==> config.mk <==
export PLATFORM = sky130hd
export DESIGN_NAME = chain_seq
export DESIGN_NICKNAME = d
export VERILOG_FILES = /design/src/rtl/chain_pkg.sv /design/src/rtl/chan_slot.sv /design/src/rtl/link_router.sv /design/src/rtl/chain_seq.sv
export SDC_FILE = /design/constraint.sdc
export NUM_CORES = 1
export LEC_CHECK = 0
export CAP_MARGIN = 20
export CORE_AREA = 2 2 126 189
export DETAILED_ROUTE_END_ITERATION = 12
export DIE_AREA = 0 0 128 191
export PLACE_DENSITY = 0.46
export SYNTH_ARGS = -nofsm -noshare
export SYNTH_HDL_FRONTEND = slang
export SYNTH_SLANG_ARGS = --single-unit
export TNS_END_PERCENT = 20
==> constraint.sdc <==
create_clock -name clk -period 3.9 [get_ports clk]
set_input_delay 0.78 -clock clk [delete_from_list [all_inputs] [get_ports clk]]
set_output_delay 0.78 -clock clk [all_outputs]
set_load 0.02 [all_outputs]
==> src/rtl/chain_pkg.sv <==
package chain_pkg;
    localparam int DATA_W        = 16;
    localparam int CTRL_EN_BIT   = 7;
    localparam int CTRL_SYNC_BIT = 0;

    typedef enum logic [1:0] {
        SEL_CTRL  = 2'd0,
        SEL_LINK  = 2'd1,
        SEL_COUNT = 2'd2
    } reg_sel_e;

    // bit 15 enables the link, the low bits name the next channel
    typedef struct packed {
        logic        en;
        logic [14:0] target;
    } link_t;

    function automatic logic link_hits(link_t l, int idx);
        return l.en && (l.target == 15'(idx));
    endfunction
endpackage

==> src/rtl/chan_slot.sv <==
module chain_slot
    import chain_pkg::*;
#(
    parameter int FRW = 8
) (
    input  logic              clk,
    input  logic              rst,
    input  logic              wr_ctrl,
    input  logic              wr_link,
    input  logic              wr_count,
    input  logic [DATA_W-1:0] wdata,
    input  logic              arm,
    input  logic              req,
    input  logic              fdone,
    output logic              en,
    output logic              start,
    output logic              go,
    output logic [FRW-1:0]    left,
    output logic              finish,
    output link_t             link
);
    logic           mode;
    logic           busy;
    logic [FRW-1:0] cfg;
    logic           issue;

    assign finish = en && !busy && (left == '0) && !wr_ctrl;
    assign issue  = en && !busy && (left != '0) && (!mode || req);

    always_ff @(posedge clk) begin
        if (rst) begin
            en    <= 1'b0;
            mode  <= 1'b0;
            busy  <= 1'b0;
            start <= 1'b0;
            go    <= 1'b0;
            left  <= '0;
            cfg   <= '0;
            link  <= '0;
        end else begin
            start <= 1'b0;
            go    <= 1'b0;
            if (wr_count) cfg <= wdata[FRW-1:0];
            if (wr_link)  link <= link_t'(wdata);
            if (busy && fdone) begin
                busy <= 1'b0;
                left <= left - FRW'(1);
            end
            if (issue) begin
                busy <= 1'b1;
                go   <= 1'b1;
            end
            if (finish) en <= 1'b0;
            if (arm) begin
                en    <= 1'b1;
                left  <= cfg;
                start <= 1'b1;
                busy  <= 1'b0;
                go    <= 1'b0;
            end
            if (wr_ctrl) begin
                mode <= wdata[CTRL_SYNC_BIT];
                en   <= wdata[CTRL_EN_BIT];
                if (!wdata[CTRL_EN_BIT]) begin
                    busy  <= 1'b0;
                    go    <= 1'b0;
                    start <= 1'b0;
                end else if (!en && !arm) begin
                    left  <= cfg;
                    start <= 1'b1;
                    busy  <= 1'b0;
                    go    <= 1'b0;
                end
            end
        end
    end

    p_busy_needs_en_r11: assert property (@(posedge clk) disable iff (rst)
        busy |-> en);
    p_go_single_r3: assert property (@(posedge clk) disable iff (rst)
        go |=> !go);
    p_sync_waits_r4: assert property (@(posedge clk) disable iff (rst)
        (go && $past(mode)) |-> $past(req));
    p_left_step_r5: assert property (@(posedge clk) disable iff (rst)
        (busy && fdone && !arm && !wr_ctrl) |=> (left == $past(left) - FRW'(1)));
    p_finish_drops_r6: assert property (@(posedge clk) disable iff (rst)
        (finish && !arm) |=> !en);
    p_start_active_r2: assert property (@(posedge clk) disable iff (rst)
        start |-> en);
endmodule

==> src/rtl/link_router.sv <==
module link_router
    import chain_pkg::*;
#(
    parameter int NCH = 4
) (
    input  link_t [NCH-1:0] links,
    input  logic  [NCH-1:0] finish,
    output logic  [NCH-1:0] arm
);
    always_comb begin
        arm = '0;
        for (int i = 0; i < NCH; i++) begin
            for (int j = 0; j < NCH; j++) begin
                if (finish[i] && link_hits(links[i], j)) arm[j] = 1'b1;
            end
        end
    end
endmodule

==> src/rtl/chain_seq.sv <==
module chain_seq
    import chain_pkg::*;
#(
    parameter int NCH = 4,
    parameter int FRW = 8,
    localparam int CHW = $clog2(NCH)
) (
    input  logic               clk,
    input  logic               rst,
    input  logic               cfg_we,
    input  logic [CHW-1:0]     cfg_ch,
    input  logic [1:0]         cfg_sel,
    input  logic [15:0]        cfg_wdata,
    input  logic [NCH-1:0]     xfer_req,
    input  logic [NCH-1:0]     frame_done,
    output logic [NCH-1:0]     ch_start,
    output logic [NCH-1:0]     frame_go,
    output logic [NCH-1:0]     ch_active,
    output logic [NCH*FRW-1:0] frames_left
);
    link_t [NCH-1:0] links;
    logic  [NCH-1:0] finish;
    logic  [NCH-1:0] arm;
    reg_sel_e        sel;

    assign sel = reg_sel_e'(cfg_sel);

    for (genvar g = 0; g < NCH; g++) begin : g_ch
        logic hit;
        assign hit = cfg_we && (cfg_ch == CHW'(g));

        chain_slot #(.FRW(FRW)) u_slot (
            .clk      (clk),
            .rst      (rst),
            .wr_ctrl  (hit && sel == SEL_CTRL),
            .wr_link  (hit && sel == SEL_LINK),
            .wr_count (hit && sel == SEL_COUNT),
            .wdata    (cfg_wdata),
            .arm      (arm[g]),
            .req      (xfer_req[g]),
            .fdone    (frame_done[g]),
            .en       (ch_active[g]),
            .start    (ch_start[g]),
            .go       (frame_go[g]),
            .left     (frames_left[g*FRW +: FRW]),
            .finish   (finish[g]),
            .link     (links[g])
        );
    end

    link_router #(.NCH(NCH)) u_router (
        .links  (links),
        .finish (finish),
        .arm    (arm)
    );
endmodule

Word-level counts from Yosys, hierarchy flattened:

Cells that the tools add are included.
W data, S select, Z words.

* input port bits: 31
* flip-flop bits (word level): 148
* word-level logic and storage cells: 283
* output and inout bits: 44

* eq/ne operators: 17
* mux-type cells: 108
* reduce and logical (&&, ||, !) cells: 118
* add/subtract/negate cells: 4

Operator list (count)
* $mux W8: 20
* $eq A15 B2 Y1 const B: 8
* $mux W1: 88
* $logic_and A1 B1 Y1: 76
* $eq A15 B1 Y1 const B: 4
* $logic_not A15 Y1: 4
* $logic_not A8 Y1: 4
* $reduce_bool A8 Y1: 4
* $sub A8 B1 Y8 const B: 4
* $logic_not A1 Y1: 20
* $reduce_bool A3 Y1: 4
* $eq A2 B2 Y1 const B: 3
* $eq A2 B1 Y1 const B: 2
* $logic_not A2 Y1: 2
* $logic_or A1 B1 Y1: 4

Depth between registers and ports, before layout:

Gate-level depths: netlist of the first run.

* depth after elaboration: 15
* gate-level depth with buffers: 9
* depth with buffers taken out: 8

Cells and area by module:

Synthesis of the first run repeated with hierarchy kept, for this count alone.

* cells, all modules: 682
* area, all modules: 6531.3 sq um

By module, submodules not included
* chain_slot: cells an instance 154, area each 1514.0 sq um, seq. area each 740.7 sq um, instances 4
* link_router: cells an instance 48, area each 381.6 sq um, seq. area each 0.0 sq um, instances 1
* chain_seq: cells an instance 18, area each 93.8 sq um, seq. area each 0.0 sq um, instances 1

Worst setup path after synthesis of the first run:

Ideal clock, no wire load.

* path kind: input-to-reg
* from: in cfg_sel[1]
* to: reg g_ch[2].u_slot.left[6]
* setup time: 0.088 ns
* slack: 1.400 ns
* arrival: 2.412 ns
* data required time: 3.812 ns
* stages: 7
* buffers on the path: 1
* path through: or3b_4 > o211ai_2 > nor4_2 > a2111oi_4 > buf_6 > a21oi_2 > a311oi_2

* cells in the longest elaborated chain, start to end: 14
* elaborated cells on any way between the ends: 27
* those cells by class: mux (8); reduce/logical (19)

Ends and longest elaborated chain
* start, declared: line chain_seq.sv:12 `input logic [1:0] cfg_sel,`
* $logic_not A2 Y1 *: line chain_seq.sv:35 `.wr_ctrl (hit && sel == SEL_CTRL),`
* $logic_and A1 B1 Y1: line chain_seq.sv:35
* $logic_not A1 Y1: line chan_slot.sv:27 `assign finish = en && !busy && (left == '0) && !wr_ctrl;`
* $logic_and A1 B1 Y1: line chan_slot.sv:27
* $logic_and A1 B1 Y1: line link_router.sv:14 `if (finish[i] && link_hits(links[i], j)) arm[j] = 1'b1;`
* $mux W1 (4 in series): line link_router.sv:14
* $logic_not A1 Y1: line chan_slot.sv:68 `end else if (!en && !arm) begin`
* $logic_and A1 B1 Y1: line chan_slot.sv:68
* $mux W8: line chan_slot.sv:68
* $mux W8: line chan_slot.sv:64 `if (!wdata[CTRL_EN_BIT]) begin`
* $mux W8 *: line chan_slot.sv:61 `if (wr_ctrl) begin`
* end signal, assigned: line chan_slot.sv:47 `left <= left - FRW'(1);`
* end signal, assigned: line chan_slot.sv:56 `left <= cfg;`
* end signal, assigned: line chan_slot.sv:69 `left <= cfg;`
* end, declared: line chan_slot.sv:18 `output logic [FRW-1:0] left,`

Every way passes the cells marked *; elsewhere a longest branch is shown, timed or not.
A chain may end at the register's enable or synchronous reset.

Final worst setup path of the first run:

* from: in cfg_ch[0]
* to: reg g_ch[2].u_slot.left[0]

* cells in the longest elaborated chain, start to end: 15
* elaborated cells on any way between the ends: 34
* those cells by class: eq/ne (3); mux (8); reduce/logical (23)

Ends and longest elaborated chain
* start, declared: line chain_seq.sv:11 `input logic [CHW-1:0] cfg_ch,`
* $logic_not A2 Y1: line chain_seq.sv:30 `assign hit = cfg_we && (cfg_ch == CHW'(g));`
* $logic_and A1 B1 Y1: line chain_seq.sv:30
* $logic_and A1 B1 Y1: line chain_seq.sv:35
* $logic_not A1 Y1: line chan_slot.sv:27
* $logic_and A1 B1 Y1: line chan_slot.sv:27
* $logic_and A1 B1 Y1: line link_router.sv:14
* $mux W1 (4 in series): line link_router.sv:14
* $logic_not A1 Y1: line chan_slot.sv:68
* $logic_and A1 B1 Y1: line chan_slot.sv:68
* $mux W8: line chan_slot.sv:68
* $mux W8: line chan_slot.sv:64
* $mux W8 *: line chan_slot.sv:61

Marks and branches as above.

==> impl_metrics.yaml, run 1 <==
sta:
  setup_viol: 0
  drv_slew: 0
  rsz0062_at_grt: "false"
  min_period_over_period_pct: 74.4
  fin_skew_ns: 0.0131
  hold_viol: 0
  tns_ns: 0
  fin_crit_ns: 2.90
  fmax_mhz: 345
  tightest_slew_ns: 0.915
  max_slew_margin_pct: 39.0
detailed_routing:
  finalWirelength_um: 18300
  drtIter0Drc: 328
  drc: 0
  viasPerCell: 4.91
  routedWlPerCell_um: 16.3
  ant_nets: 0
  first_pass_iters: 5
  route.vias.total: 5503
cts:
  cts_buffer_depth: 2
  cts_tree: "done"
  clock_latency_ns: 0.42
  ctsHtreeMaxLevel: 4
  clkSinkCount: 148
  path_clk_slew_ns: 0.06
  numCtsBuffers: 17
  ctsRootBufferMaster: "clkbuf_16"
  ctsHoldBuffers: 0
  post_cts_buffers: 0
  cts_resized: 0
pwr:
  swShare_pct: 21.9
  ir_worst_vdd_v: 0.000252
  powerDensity_nw_per_um2: 437
  power_frac_comb_pct: 5.6
  switching_power_uw: 794
  internal_power_mw: 2.84
  seqPwrFrac_pct: 42.6
  p_total_mw: 3.63
  leakage_nw: 2.89
  p_clk_share_pct: 51.8
synthesis:
  synth_nets: 822
  syn_inst: 784
  ys_warn_count: 0
  ys_ff_latch: 148
  synth_top_flop_cell: "dfxtp_1"
  synthMostInstantiatedCell: "dfxtp_1"
  yosys.area.top_type: "dfxtp_1"
  yosys-top-cells-count: "dfxtp_1 (148), nand2_1 (142), a21oi_1 (114)"
  synth_area_um2: 6760
  async_flop_share_pct: 0
  syn_area_per_cell_um2: 8.62
  synth_edf_count: 0
  synth_cell_types: 50
  ys_seq_area_share_pct: 43.9
  yosys-top-cells-area: "dfxtp_1 (44%), a21oi_1 (8.4%), nand2_1 (7.9%)"
  synth_top_area_share_pct: 43.9
worst_hold_path:
  holdPathStages: 2
  holdPathEnd: "g_ch[1].u_slot.link[10]$_SDFFE_PP0P_"
  min_from: "g_ch[1].u_slot.link[10]$_SDFFE_PP0P_"
  worst_hold_path_type: "register to register"
critical_path:
  r2r-end: "g_ch[3].u_slot.left[4]$_SDFF_PP0_"
  critPathKind: "input port to register"
  r2r_slack_ns: 1.41
  worst_ep_arrival_time_ns: 3.22
  r2r_cells: 9
  crit_path_max_fanout: 17
  endpoint_kind: "register"
  start_kind: "input port"
  r2r-start: "g_ch[3].u_slot.left[0]$_SDFF_PP0_"
  cp.required_ns: 4.22
global_route:
  grt_max_degree: 84
  antenna_found_initial: 0
  overflow: 0
  grt_pass1_vias: 5279
  track_usage_pct: 15.3
  grt_pass1_wl_um: 29100
outcome:
  status: "complete, no violations"
floorplanning:
  die_area_um2: 24400
  ioPinCount: 75
  rows: 68
  die_w_um: 128
  die_h_um: 191
  core_area_um2: 22800
  start_util_pct: 29.6
placed_design:
  io_buffers: 74
  globalplace.congestion: 0.758
  dp.final_hpwl_um: 12800
  dpl.cell_count: 1089
cells_and_area:
  fin_util_pct: 36.5
  antenna_cells: 0
  syn2layout_area_growth_pct: 23.1
  stdcell_count: 1121
  nNetsFinal: 866
  drive_gt1_share_pct: 9.16
job:
  cap_violations: 0
-- area by class of cell --
class,count,area (um2)
clock inverters,10,190
inverters,12,45.0
fillers,2364,14500
well taps,280,350
repair buffers,88,843
multi-input cells,561,3430
clock buffers,22,494
flip-flops and latches,148,2960
-- critical path: stages --
cell	delay (ns)
clkdlybuf4s50_1	0.51
buf_4	0.18
or3b_4	0.44
o211ai_2	0.25
nor4_2	0.09
a2111oi_4	0.31
buf_4	0.29
a21oi_1	0.10
a311oi_1	0.26
-- worst max path at each step --
stage	start	endpoint	slack, ns	depth (start not counted)
after floorplan	cfg_sel[1]	g_ch[2].u_slot.left[6]$_SDFF_PP0_	1.40	7
after global placement	cfg_ch[0]	g_ch[2].u_slot.left[7]$_SDFF_PP0_	0.61	9
after detailed placement	cfg_ch[0]	g_ch[2].u_slot.left[0]$_SDFF_PP0_	0.56	9
after CTS	cfg_ch[0]	g_ch[2].u_slot.left[2]$_SDFF_PP0_	1.0	9
after global routing	cfg_sel[0]	g_ch[2].u_slot.left[0]$_SDFF_PP0_	0.81	8
final	cfg_ch[0]	g_ch[2].u_slot.left[0]$_SDFF_PP0_	1.0	9
-- routing by layer --
| metal | global-route usage, % | vias to the layer above | share of wire, % | wire length [um] |
|---|---|---|---|---|
| li1 | - | 2819 | - | - |
| met1 | 19.0 | 2594 | 45 | 8320 |
| met2 | 26.7 | 78 | 51 | 9400 |
| met3 | 3.13 | 12 | 2.3 | 419 |
| met4 | 4.48 | 0 | 0.94 | 172 |
| met5 | 0 | - | 0 | 0 |
-- flip-flops by register name, summed over array words and instances (netlist names) --
name,cells
g_ch.u_slot.link,64
g_ch.u_slot.cfg,32
g_ch.u_slot.left,32
g_ch.u_slot.busy,4
g_ch.u_slot.en,4
g_ch.u_slot.go,4
g_ch.u_slot.mode,4
g_ch.u_slot.start,4
-- power groups by stage --
stage	registers [mW]	logic [mW]	clock network, mW
after floorplan	1.58	0.109	0
after global placement	1.58	0.206	0
after global routing	1.55	0.221	1.99
after detailed placement	1.58	0.205	0
after CTS	1.55	0.206	1.93
final	1.55	0.202	1.88
-- logic make-up (layout without fill, tap and decap cells) --
logic type                 Yosys count  count (layout)  share of synthesized area [%]
buffers and inverters               75             132                           5.44
muxes                               34              34                           5.04
DFF                                148             148                           43.9
xor gates and xnor gates            28              28                           3.63
AOI/OAI and AO/OA                  163             163                           16.0
and+or+nand+nor                    329             329                           24.7
adders and majority gates            7               7                           1.30
-- cell usage in the layout (no fill, tap or decap), types with 6 or more instances in the layout --
cell type	netlist	final
buf_4	13	15
dfxtp_1	148	148
nor2b_1	6	6
xnor2_1	17	17
nand3_1	32	32
nor4_1	18	18
nand2b_1	14	14
nand4_1	6	6
a311oi_1	25	25
nor2_1	63	63
ha_1	7	7
inv_1	12	12
nor4b_1	7	7
clkdlybuf4s50_1	0	73
o21ai_0	6	6
nand2_1	142	142
xor2_1	11	11
clkbuf_16	0	17
a21oi_1	114	114
mux2i_1	34	34
-- through the flow --
stage | setup WS [ns] | cell area [um2] | hold WS, ns
final | 1.00 | 8320 | 0.455
after global routing | 0.812 | 8320 | 0.472
after CTS | 1.00 | 8320 | 0.454
after detailed placement | 0.564 | 7630 | 0.445
after global placement | 0.607 | 7630 | 0.443
after floorplan | 1.40 | 6760 | 0.432
Power figures use the tool's default switching activity.
==> inputs of run 2 (changes only) <==
clock period = 2.7 ns   (was 3.9 ns; I/O delays follow)
==> impl_metrics.yaml, run 2 (same netlist as run 1, synthesis figures left out) <==
outcome:
  status: "complete, no violations"
cells_and_area:
  stdcell_count: 1152
  top_register: "g_ch.u_slot.link"
  seq_area_um2: 2960
  reg.largest.list: "g_ch.u_slot.link (64), g_ch.u_slot.cfg (32), g_ch.u_slot.left (32)"
  syn2layout_area_growth_pct: 27.4
  drive_gt1_share_pct: 12.3
  antenna_cells: 0
  final_cell_mix: "dfxtp_1 (148), nand2_1 (142), a21oi_1 (114)"
  largest_register_ffs: 64
  fillCellCount: 2368
  multi_input_area_um2: 3430
  final_common_cell: "dfxtp_1"
  nNetsFinal: 898
detailed_routing:
  first_pass_iters: 4
  drc: 0
  ant_nets: 0
  route.vias.total: 5587
  viasPerCell: 4.85
  finalWirelength_um: 18700
  routedWlPerCell_um: 16.2
  drtIter0Drc: 395
floorplanning:
  start_util_pct: 29.6
  rows: 68
  die_area_um2: 24400
  core_area_um2: 22800
  ioPinCount: 75
  die_h_um: 191
  die_w_um: 128
critical_path:
  crit_path_max_fanout: 17
  start_kind: "register"
  cp_slowest_cell: "nor4_1"
  critPathKind: "register to register"
  cp_slowest_stage_delay_ns: 0.72
  r2r-start: "g_ch[3].u_slot.link[12]$_SDFFE_PP0P_"
  path_cells: "nor4b_1, nand4_1, nor4_1, a2111oi_4, buf_12, a21bo_2, a21oi_1"
  endpoint_kind: "register"
  cp_num_buf_inv: 1
  worst_ep_arrival_time_ns: 2.87
  crit_family: "simple AND/OR/NAND/NOR gates"
  crit_start: "g_ch[3].u_slot.link[12]$_SDFFE_PP0P_"
  cp.required_ns: 3.05
pwr:
  powerDensity_nw_per_um2: 597
  p_total_mw: 5.14
  leakage_nw: 3.06
  ir_worst_vdd_v: 0.000387
placed_design:
  dp.final_hpwl_um: 13000
  io_buffers: 74
  globalplace.congestion: 0.823
  dpl.cell_count: 1121
sta:
  tns_ns: 0
  fin_crit_ns: 2.52
  fin_skew_ns: 0.00821
  max_slew_margin_pct: 48.3
  fmax_mhz: 396
  hold_viol: 0
  tightest_slew_ns: 0.773
  setup_viol: 0
  min_period_over_period_pct: 93.4
  drv_slew: 0
  rsz0062_at_grt: "false"
global_route:
  antenna_found_initial: 0
  overflow: 0
  grt_pass1_wl_um: 29600
  grt_max_degree: 56
  grt_pass1_vias: 5360
  track_usage_pct: 15.6
cts:
  ctsRootBufferMaster: "clkbuf_16"
  cts_tree: "done"
  cts_resized: 0
  path_clk_slew_ns: 0.06
  cts_buffer_depth: 2
  numCtsBuffers: 17
  post_cts_buffers: 0
  clkSinkCount: 148
  ctsHoldBuffers: 0
  ctsHtreeMaxLevel: 4
  clock_latency_ns: 0.42
worst_hold_path:
  min_from: "g_ch[3].u_slot.link[10]$_SDFFE_PP0P_"
  worst_hold_path_type: "register to register"
job:
  cap_violations: 0
-- run 2: cell count changes in the layout (fill, tap and decap cells not counted) --
cell        previous run  this run
buf_4                 15        40
buf_12                 0         7
clkbuf_8               5         1
clkbuf_1               0         1
clkinv_2               1         2
clkinvlp_4             0         1
-- run 2: per-stage QoR --
| step | hold slack [ns] | area [um2] | setup slack (ns) | util [%] |
|---|---|---|---|---|
| finish | 0.455 | 8610 | 0.177 | 37.7 |
| global route | 0.463 | 8610 | 0.0492 | 37.7 |
| CTS | 0.455 | 8610 | 0.206 | 37.7 |
| detailed placement | 0.447 | 7960 | -0.142 | 34.9 |
| global placement | 0.442 | 7960 | -0.100 | 34.9 |
| floorplan | 0.432 | 6760 | 0.440 | - |
-- run 2: worst reg2reg max path: stages (launching register included) --
cell and delay, ns:
dfxtp_1 0.31, nor4b_1 0.45, nand4_1 0.39, nor4_1 0.72, a2111oi_4 0.08, buf_12 0.19
a21bo_2 0.21, a21oi_1 0.11
-- run 2: routing by layer --
metal | part of all wire [%] | up-vias | global-route usage (%)
li1 | - | 2879 | -
met1 | 45 | 2599 | 19.5
met2 | 51 | 101 | 26.9
met3 | 3.4 | 8 | 2.91
met4 | 0.97 | 0 | 5.24
met5 | 0 | - | 0
-- run 2: worst paths after layout --
kind | end | slack (ns) | cells after the start
worst min register to register | g_ch[3].u_slot.link[10]$_SDFFE_PP0P_ | 0.46 | 2
worst max register to register | g_ch[0].u_slot.left[1]$_SDFF_PP0_ | 0.18 | 7
worst max-delay path | g_ch[0].u_slot.left[1]$_SDFF_PP0_ | 0.18 | 7
worst min-delay path | g_ch[3].u_slot.link[10]$_SDFFE_PP0P_ | 0.46 | 2
-- run 2: cell type report --
| class | instances | area share (%) |
|---|---|---|
| Clock buffer | 19 | 5.15 |
| Clock inverter | 12 | 2.36 |
| Inverter | 12 | 0.523 |
| Multi-Input combinational cell | 561 | 39.9 |
| Sequential cell | 148 | 34.4 |
| Tap cell | 280 | 4.07 |
| Timing Repair Buffer | 120 | 13.6 |
-- run 2: power breakdown --
part           switching [mW]  leakage [nW]  internal [mW]  total [mW]
combinational           0.185          1.55          0.127       0.311
sequential             0.0218          1.19           2.21        2.23
clock                   0.932         0.314           1.66        2.60
total                    1.14          3.06           4.00        5.14
==> inputs of run 3 (changes only) <==
==> constraint.sdc (replaced) <==
create_clock -name clk -period 2.7 [get_ports clk]
set_input_delay 0.54 -clock clk [delete_from_list [all_inputs] [get_ports clk]]
set_output_delay 0.54 -clock clk [all_outputs]
set_load 0.1 [all_outputs]
==> impl_metrics.yaml, run 3 (same netlist as run 1, synthesis figures left out) <==
placed_design:
  place_ws_ns: -0.133
  io_buffers: 74
  globalplace.congestion: 0.768
  dp.final_hpwl_um: 13200
  place_area_um2: 7920
cts:
  path_clk_slew_ns: 0.06
  clkSinkCount: 148
  cts_buffer_depth: 2
  cts_resized: 0
  post_cts_buffers: 0
  cts_tree: "done"
  numCtsBuffers: 17
  ctsHtreeMaxLevel: 4
  clock_latency_ns: 0.42
  ctsRootBufferMaster: "clkbuf_16"
  ctsHoldBuffers: 0
floorplanning:
  die_w_um: 128
  die_h_um: 191
  die_area_um2: 24400
  ioPinCount: 75
  core_area_um2: 22800
  start_util_pct: 29.6
  rows: 68
sta:
  setup_viol: 0
  fin_ws_ns: 0.250
  tightest_slew_ns: 0.719
  tns_ns: 0
  fin_crit_ns: 2.45
  rsz0062_at_grt: "false"
  whs_ns: 0.455
  fmax_mhz: 408
  min_period_over_period_pct: 90.7
  max_slew_margin_pct: 51.9
  drv_slew: 0
  hold_viol: 0
  fin_skew_ns: 0.0118
critical_path:
  start_kind: "register"
  path_cells: "nor4b_1, nand4_1, nor4_1, a2111oi_4, buf_12, a21bo_2, a21oi_1"
  endpoint_kind: "register"
  cp_slowest_cell: "nor4_1"
  critPathKind: "register to register"
  cp.required_ns: 3.05
  r2r_slack_ns: 0.25
  cp_slowest_stage_delay_ns: 0.67
  worst_ep_arrival_time_ns: 2.80
  crit_path_max_fanout: 17
cells_and_area:
  final_cell_mix: "dfxtp_1 (144), nand2_1 (142), a21oi_1 (114)"
  final_common_cell: "dfxtp_1"
  antenna_cells: 0
  syn2layout_area_growth_pct: 26.2
  top_register: "g_ch.u_slot.link"
  drive_gt1_share_pct: 18.4
  largest_register_ffs: 64
  finalInstanceArea_um2: 8530
  reg.largest.list: "g_ch.u_slot.link (64), g_ch.u_slot.cfg (32), g_ch.u_slot.left (32)"
  nNetsFinal: 906
detailed_routing:
  drc: 0
  ant_nets: 0
  drtIter0Drc: 392
  route.vias.total: 5717
  first_pass_iters: 5
  routedWlPerCell_um: 16.4
  viasPerCell: 4.93
  finalWirelength_um: 19000
global_route:
  antenna_found_initial: 0
  grt_pass1_vias: 5476
  track_usage_pct: 15.9
  grt_max_degree: 52
  overflow: 0
  grt_pass1_wl_um: 30300
job:
  cap_violations: 0
pwr:
  ir_worst_vdd_v: 0.000457
  powerDensity_nw_per_um2: 598
  leakage_nw: 3.17
outcome:
  status: "complete, no violations"
worst_hold_path:
  worst_hold_path_type: "register to register"
-- run 3: cell types whose count changed in the layout (fill, tap and decap cells not counted) --
cell             change
clkbuf_8             -1
bufinv_16            -1
clkbuf_1             +1
clkdlybuf4s50_1     -44
clkinv_4             +2
dfxtp_1              -4
buf_4               +52
dfxtp_2              +4
inv_6                -1
-- run 3: path summary, 6_finish.rpt --
check | endpoint | start | depth (start not counted)
setup / recovery | g_ch[0].u_slot.left[1]$_SDFF_PP0_ | g_ch[3].u_slot.link[12]$_SDFFE_PP0P_ | 7
hold / removal | g_ch[2].u_slot.link[6]$_SDFFE_PP0P_ | g_ch[2].u_slot.link[6]$_SDFFE_PP0P_ | 2
setup reg to reg | g_ch[0].u_slot.left[1]$_SDFF_PP0_ | g_ch[3].u_slot.link[12]$_SDFFE_PP0P_ | 7
hold reg to reg | g_ch[2].u_slot.link[6]$_SDFFE_PP0P_ | g_ch[2].u_slot.link[6]$_SDFFE_PP0P_ | 2
-- run 3: per-stage QoR --
stage                     cells  power [mW]  util, %
after floorplan             784        2.49        -
final                      1160        5.10     37.4
after global placement     1129        2.65     34.7
after global routing       1160        5.27     37.4
after CTS                  1160        5.17     37.4
after detailed placement   1129        2.65     34.7
-- run 3: power by group --
part | total [mW] | switching (mW) | internal [mW]
sequential | 2.23 | 0.0219 | 2.21
combinational | 0.366 | 0.238 | 0.128
clock | 2.50 | 0.953 | 1.55
total | 5.10 | 1.21 | 3.89
-- run 3: cell type report --
class                      count  area (um2)
multi-input combinational    561        3430
clock buffer                  19         433
clock inverter                12         181
inverter                      12        45.0
sequential                   148        2970
timing repair buffer         128        1120
tap                          280         350
fill                        2389       14300
-- run 3: critical path, delay by kind of cell (launching register included) --
kind,cells,cell delay [ns]
buffers and inverters,1,0.18
AO/OA/AOI/OAI,3,0.41
AND/OR/NAND/NOR,3,1.45
flip-flops,1,0.32
-- run 3: routing by layer --
metal	vias to the layer above	part of all wire, %	global-route usage, %
met5	-	0	0
met4	0	1.0	4.31
met3	13	3.2	2.60
met2	103	51	28.1
met1	2704	45	19.8
li1	2897	-	-
